## src/rtl/irq_vec_pkg.sv

```systemverilog
package irq_vec_pkg;
   localparam int unsigned SRC_COUNT = 8;
   localparam int unsigned VEC_WIDTH = 8;
   localparam int unsigned STEP_LG2  = 2;
   typedef logic [VEC_WIDTH-1:0] vec_t;
endpackage

```

## src/rtl/irq_flag_bank.sv

```systemverilog
module irq_flag_bank #(
   parameter int unsigned N = 8
) (
   input  logic         clk,
   input  logic         rst_n,
   input  logic [N-1:0] set_stb,
   input  logic [N-1:0] clr_stb,
   input  logic         freeze,
   output logic [N-1:0] pend
);
   if (N < 1) begin : g_bad_n
      $error("irq_flag_bank: N must be at least 1");
   end

   for (genvar i = 0; i < N; i++) begin : g_flag
      always_ff @(posedge clk) begin
         if (!rst_n)
            pend[i] <= 1'b0;
         else if (!freeze) begin
            if (set_stb[i])
               pend[i] <= 1'b1;
            else if (clr_stb[i])
               pend[i] <= 1'b0;
         end
      end

      // a taken set strobe leaves the flag pending
      a_r4_set_latches: assert property (@(posedge clk) disable iff (!rst_n)
         (!freeze && set_stb[i]) |=> pend[i]);
      // set beats clear in the same cycle
      a_r9_set_over_clear: assert property (@(posedge clk) disable iff (!rst_n)
         (!freeze && set_stb[i] && clr_stb[i]) |=> pend[i]);
   end

   // frozen flags do not move
   a_r8_frozen: assert property (@(posedge clk) disable iff (!rst_n)
      freeze |=> $stable(pend));
endmodule

```

## src/rtl/irq_prio_enc.sv

```systemverilog
module irq_prio_enc #(
   parameter int unsigned N        = 8,
   parameter int unsigned VEC_W    = 8,
   parameter int unsigned STEP_LG2 = 2
) (
   input  logic [N-1:0]     pend,
   output logic [VEC_W-1:0] vec
);
   localparam int unsigned IDX_W = $clog2(N + 1);

   if (VEC_W < IDX_W + STEP_LG2) begin : g_bad_w
      $error("irq_prio_enc: VEC_W too narrow for N sources");
   end

   logic [IDX_W-1:0] idx_chain [N+1];
   assign idx_chain[0] = '0;

   for (genvar i = 0; i < N; i++) begin : g_ladder
      assign idx_chain[i+1] = pend[i] ? IDX_W'(i + 1) : idx_chain[i];
   end

   assign vec = VEC_W'({idx_chain[N], {STEP_LG2{1'b0}}});
endmodule

```

## src/rtl/irq_req_gate.sv

```systemverilog
module irq_req_gate #(
   parameter int unsigned N = 8
) (
   input  logic [N-1:0] pend,
   input  logic         irq_en,
   input  logic         mask,
   output logic         irq_req
);
   assign irq_req = irq_en && !mask && (|pend);
endmodule

```

## src/rtl/irq_state_vector.sv

```systemverilog
module irq_state_vector
   import irq_vec_pkg::*;
#(
   parameter int unsigned N = SRC_COUNT
) (
   input  logic         clk,
   input  logic         rst_n,
   input  logic [N-1:0] set_stb,
   input  logic [N-1:0] clr_stb,
   input  logic         irq_en,
   input  logic         ignore_msg,
   output vec_t         vector,
   output logic         irq_req
);
   localparam int unsigned TOP_CODE = N << STEP_LG2;

   logic [N-1:0] pend;

   irq_flag_bank #(.N(N)) u_bank (
      .clk     (clk),
      .rst_n   (rst_n),
      .set_stb (set_stb),
      .clr_stb (clr_stb),
      .freeze  (ignore_msg),
      .pend    (pend)
   );

   irq_prio_enc #(.N(N), .VEC_W(VEC_WIDTH), .STEP_LG2(STEP_LG2)) u_enc (
      .pend (pend),
      .vec  (vector)
   );

   irq_req_gate #(.N(N)) u_gate (
      .pend    (pend),
      .irq_en  (irq_en),
      .mask    (ignore_msg),
      .irq_req (irq_req)
   );

   // idle vector
   a_r2_idle_zero: assert property (@(posedge clk) disable iff (!rst_n)
      (pend == '0) |-> (vector == '0));
   // top source dominates
   a_r3_top_wins: assert property (@(posedge clk) disable iff (!rst_n)
      pend[N-1] |-> (vector == VEC_WIDTH'(TOP_CODE)));
   // no request while disabled
   a_r6_needs_enable: assert property (@(posedge clk) disable iff (!rst_n)
      !irq_en |-> !irq_req);
   // ignore mode masks the request
   a_r7_ignore_mask: assert property (@(posedge clk) disable iff (!rst_n)
      ignore_msg |-> !irq_req);
   // unused vector bits stay low
   a_r10_zero_bits: assert property (@(posedge clk) disable iff (!rst_n)
      (vector[1:0] == 2'b00) && (vector[VEC_WIDTH-1:6] == '0));
endmodule

```

## config.mk

```make
export PLATFORM = sky130hd
export DESIGN_NAME = irq_state_vector
export DESIGN_NICKNAME = d
export VERILOG_FILES = /design/src/rtl/irq_vec_pkg.sv /design/src/rtl/irq_flag_bank.sv /design/src/rtl/irq_prio_enc.sv /design/src/rtl/irq_req_gate.sv /design/src/rtl/irq_state_vector.sv
export SDC_FILE = /design/constraint.sdc
export NUM_CORES = 1
export LEC_CHECK = 0
export BUFFER_PORTS_ARGS = -buffer_cell sky130_fd_sc_hd__buf_2
export CAP_MARGIN = 20
export CELL_PAD_IN_SITES_DETAIL_PLACEMENT = 0
export CELL_PAD_IN_SITES_GLOBAL_PLACEMENT = 1
export CORE_UTILIZATION = 24
export DETAILED_ROUTE_END_ITERATION = 8
export PLACE_DENSITY = 0.76
export SYNTH_ARGS = -nofsm -noshare
export SYNTH_HDL_FRONTEND = slang
export SYNTH_SLANG_ARGS = --single-unit
```

## constraint.sdc

```tcl
create_clock -name clk -period 0.8 [get_ports clk]
set_input_delay 0.16 -clock clk [delete_from_list [all_inputs] [get_ports clk]]
set_output_delay 0.16 -clock clk [all_outputs]
set_load 0.05 [all_outputs]
```

After elaboration in Yosys (flattened, before gate mapping)
Cells that the tools add are included.
- latch bits: 0
- word-level logic and storage cells: 53
- RAM bits: 0
- bits in registers: 8
- bits of input ports: 20
- output and inout bits: 9
- memories: 0
- ROM bits: 0
- equality and inequality tests: 0
- divide/modulo/power cells: 0
- reductions and logical operators: 20
- mux-type cells: 24
- $mul: 0
- shifts and indexed selects: 0
- $add $sub $neg: 0
- $lt $le $gt $ge: 0
- bitwise gates (word level): 1
- operators by type and width (kind ; count):
    2-to-1 mux 4 bit ; 7
    2-to-1 mux 1 bit ; 17
    AND reduction 2 bit ; 8
    nonzero test 2 bit ; 8
    OR reduction 8 bit ; 1
    logical AND 1 bit ; 2
    logical NOT 1 bit ; 1
    inverter 1 bit ; 1

Depth between registers and ports, before layout
- depth in word-level cells: 8
- mapped depth: 3

By module
A second synthesis with hierarchy kept.
- cell total of the unflattened synthesis: 64
- area total of the unflattened synthesis: 549.3 um^2
- modules (own cells, without submodules) (module ; times used ; seq. area each (um^2) ; cells an instance ; area each (um^2)):
    irq_flag_bank ; 1 ; 160.2 ; 43 ; 404.1
    irq_prio_enc ; 1 ; 0.0 ; 17 ; 108.9
    irq_req_gate ; 1 ; 0.0 ; 4 ; 36.3

Least setup slack after synthesis
No wires, ideal clock.
- path kind: register to output
- from: register u_bank.pend[7]
- to: output port vector[2]
- data required time: 640 ps
- arrival: 2048 ps
- slack: -1408 ps
- path buffers: 0
- cell stages (with the launch flop): 2
- path through: dfxtp_1 -> o41ai_1
- word-level cells in the longest chain between the ends: 1
- ends and longest elaborated chain (what ; line ; RTL):
    start, declared ; irq_flag_bank.sv:9 ; output logic [N-1:0] pend
    start signal, assigned by index ; irq_flag_bank.sv:18 ; pend[i] <= 1'b0;
    start signal, assigned by index ; irq_flag_bank.sv:21 ; pend[i] <= 1'b1;
    start signal, assigned by index ; irq_flag_bank.sv:23 ; pend[i] <= 1'b0;
    2-to-1 mux 4 bit ; irq_prio_enc.sv:19 ; assign idx_chain[i+1] = pend[i] ? IDX_W'(i + 1) : idx_chain[i];
    end, declared ; irq_state_vector.sv:12 ; output vec_t vector,
Every way passes these cells.

Worst setup path in the final report
- from: register u_bank.pend[4]
- to: output port irq_req
- word-level cells in the longest chain between the ends: 2
- ends and longest elaborated chain (what ; line ; RTL):
    OR reduction 8 bit ; irq_req_gate.sv:9 ; assign irq_req = irq_en && !mask && (|pend);
    logical AND 1 bit ; irq_req_gate.sv:9 ;
    end, declared ; irq_state_vector.sv:13 ; output logic irq_req
Every way passes these cells.

==> key figures <==
Worst setup path
  – Reg-to-reg setup timing slack: 0.12 ns
  – Capturing point of the worst reg2reg path: u_bank.pend[6]
  – CP peak stage delay: 0.33 ns
  – Slowest CP cell: dfxtp_2
  – Reg-to-Reg Start: u_bank.pend[6]
  – WP data required: 0.64 ns
  – Path depth of the worst reg2reg path: 2
  – Critical path capture point type: primary output
  – Worst-path fanout max: 4
  – Critical Path Source: u_bank.pend[4]
  – Startpoint types: flip-flop
  – Critical path type: reg -> out
  – Worst EP arrival: 1.20 ns
  – Crit-path cells: nor4_2 > buf_4 > a21oi_2 > buf_6

Pwr
  – Peak supply drop: 479 uV
  – Sw Ratio: 34.5%
  – Combinational Power Share: 36.2%
  – PwrDens: 1630 mW/mm^2
  – Clock power share: 24.9%
  – Int Pwr: 0.782 mW
  – Register share of total power: 39.0%
  – LEAKAGE: 0.344 nW
  – Sw Pwr: 0.413 mW

GRT
  – First-pass GRT wire length: 1580 microns
  – Pin count of the biggest net entering global routing: 17
  – Total grt overflow: 0
  – Initial antenna violation count: 0
  – Vias in the first global route: 403
  – Total GRT Usage: 10.7%

Detailed routing
  – Vias post-DR: 469
  – Residual DRC count: 0
  – Final wirelength: 1020 microns
  – DRT Pass-1 Iters: 4
  – Initial drt markers: 5
  – Via/cell ratio: 4.11
  – Avg WL per Cell: 8.93 microns
  – Remaining antenna violation count: 0

Synthesis
  – Synth Instances: 62
  – Post-synthesis cell area: 472 sq um
  – Post-synth top area cell: dfxtp_1
  – Largest family of logic cells by synthesized area: compound AO/OA/AOI/OAI gates
  – Distinct cells, synth: 14
  – Register area share after synthesis: 34.0%
  – Post-Synth XOR/XNOR Area: 0%
  – Syn Area/Cell: 7.61 sq um
  – Seq cells post-synth: 8
  – Compound-Gate Fraction of Synth Area: 28.4%
  – Post-synthesis mux area share: 0%
  – Synth warn: 0
  – Post-synth top area share: 34.0%
  – Post-Synth Adder-Cell Area: 0%
  – Top area cells in the synthesized netlist: dfxtp_1 34%, a21boi_1 13%, nand2b_1 12%
  – Post-synthesis simple-gate area fraction: 18.6%

Cells and area
  – N_diodes: 0
  – Fraction of layout cells with a size suffix above 1: 50.6%
  – Largest registers: u_bank.pend: 8 flops
  – Max reg flops: 8
  – Largest Register: u_bank.pend
  – Final nets: 111
  – Area growth, synth to finish: 55.4%
  – Util after Layout: 41.1%

Worst hold path
  – HP Class: in -> reg
  – Hold Path Stages: 3
  – Hold path startpoint: set_stb[0]
  – Endpoint, Worst Hold: u_bank.pend[0]

Floorplan
  – IO Count: 29
  – Row cnt: 15
  – Die width: 46.3 microns
  – Initial Util: 26.5%
  – Die height: 46.3 microns
  – CORE AREA: 0.00178 sq mm
  – Die area: 0.00215 sq mm

STA
  – Hold Worst Slack: 0.158 ns
  – Max frequency: 734 MHz
  – Fin crit period: 1.36 ns
  – Max Clock Skew: 0 ns
  – Final setup fails: 5
  – Final worst path period share: 170%
  – Final WS setup: -0.562 ns
  – Endpoints failing hold: 0
  – Final Max Tran Viols: 0
  – RSZ-0062 raised after global routing: yes

Clock network
  – Clock transition at the registers of the reported paths: 0.05 ns
  – Root buf cell: clkbuf_4
  – CTS Buf Count: 3
  – Clock Latency Late Sink: 0.25 ns
  – Clock Path Buffers: 2
  – Clk sink count: 8
  – Setup bufs post-CTS: 0
  – H-Tree Depth: 1
  – Hold_buf cts: 0
  – CTS tree: yes

Status
  – Failing checks: setup timing
  – Outcome: finished with violations

Place
  – Post-DP HPWL: 845 microns
  – IO buf count: 24
  – Final Wtd Congestion: 0.747
  – Post-place setup slack: -0.439 ns

Run
  – Max Cap Viol: 0
[cells by family (layout without fill, tap and decap cells)]
group / Yosys count / in the layout
AO/OA/AOI/OAI: 22 / 22
flip-flops: 8 / 8
buffers and inverters: 16 / 40
other: 1 / 4
AND/OR/NAND/NOR: 15 / 15
[cells in the final DEF (no fill, tap or decap), types with 2 or more instances in the layout]
cell       n
a21boi_1   8
a21oi_2    4
buf_2     19
buf_4      2
buf_6      5
clkbuf_4   3
conb_1     4
dfxtp_1    2
dfxtp_2    5
inv_1     10
nand2b_1   9
nor2_1     2
nor4_2     2
o21ai_1    9
[worst max-delay path by stage]
stage | end | slack, ns | cells after the start
6_report | irq_req | -0.56 | 4
5_1_grt | irq_req | -0.62 | 4
4_1_cts | irq_req | -0.58 | 4
3_5_place_dp | vector[2] | -0.44 | 4
3_3_place_gp | irq_req | -0.40 | 4
2_1_floorplan | vector[2] | -0.44 | 1
[synthesized netlist by cell type]
cell	instances
o21ai_1	8
nor4_1	2
a21oi_1	4
nand2b_1	9
o41ai_1	1
a21boi_1	8
nor3b_1	1
inv_1	10
buf_4	5
buf_6	1
conb_1	1
o21ai_0	1
nor2_1	3
dfxtp_1	8
[worst max-delay path: cells and delay by family (launching register included)]
family | cells | cell delay, ns
DFF | 1 | 0.33
AOI/OAI and AO/OA | 1 | 0.05
and+or+nand+nor | 1 | 0.26
buffers and inverters | 2 | 0.32
[power by group through the flow]
stage	registers, mW	clock network (mW)	logic [mW]
finish	0.465	0.297	0.432
global route	0.470	0.333	0.463
floorplan	0.459	0	0.291
global placement	0.463	0	0.375
detailed placement	0.464	0	0.379
CTS	0.464	0.314	0.437
[layer usage]
layer  global-route usage (%)  vias to the layer above  wire, microns
met5                        0                        -              0
met4                     7.06                        0              0
met3                     2.35                        0             59
met2                     19.2                       17            509
met1                     10.8                      204            449
li1                         -                      248              -
[per-stage QoR]
stage / cell area, sq um / cells / total power, mW / TNS, ns
floorplan: 513 / 65 / 0.750 / -1.62
global placement: 638 / 111 / 0.838 / -1.61
detailed placement: 638 / 111 / 0.843 / -1.75
CTS: 731 / 114 / 1.22 / -2.41
global route: 733 / 114 / 1.27 / -2.59
finish: 733 / 114 / 1.19 / -2.32
[timing repair]
item / CTS / global route
pin swaps: 2 / 0
gates resized for setup: 22 / 2
endpoints found under the setup margin: 5 / 5
gates cloned: 0 / 0
[layout make-up]
cell class / count / area, sq um
Sequential cell: 8 / 170
Clock buffer: 3 / 22.5
Inverter: 10 / 37.5
Multi-Input combinational cell: 41 / 290
Fill cell: 191 / 1050
Tap cell: 25 / 31.3
Timing Repair Buffer: 27 / 181
(Power assumes the default switching activity.)
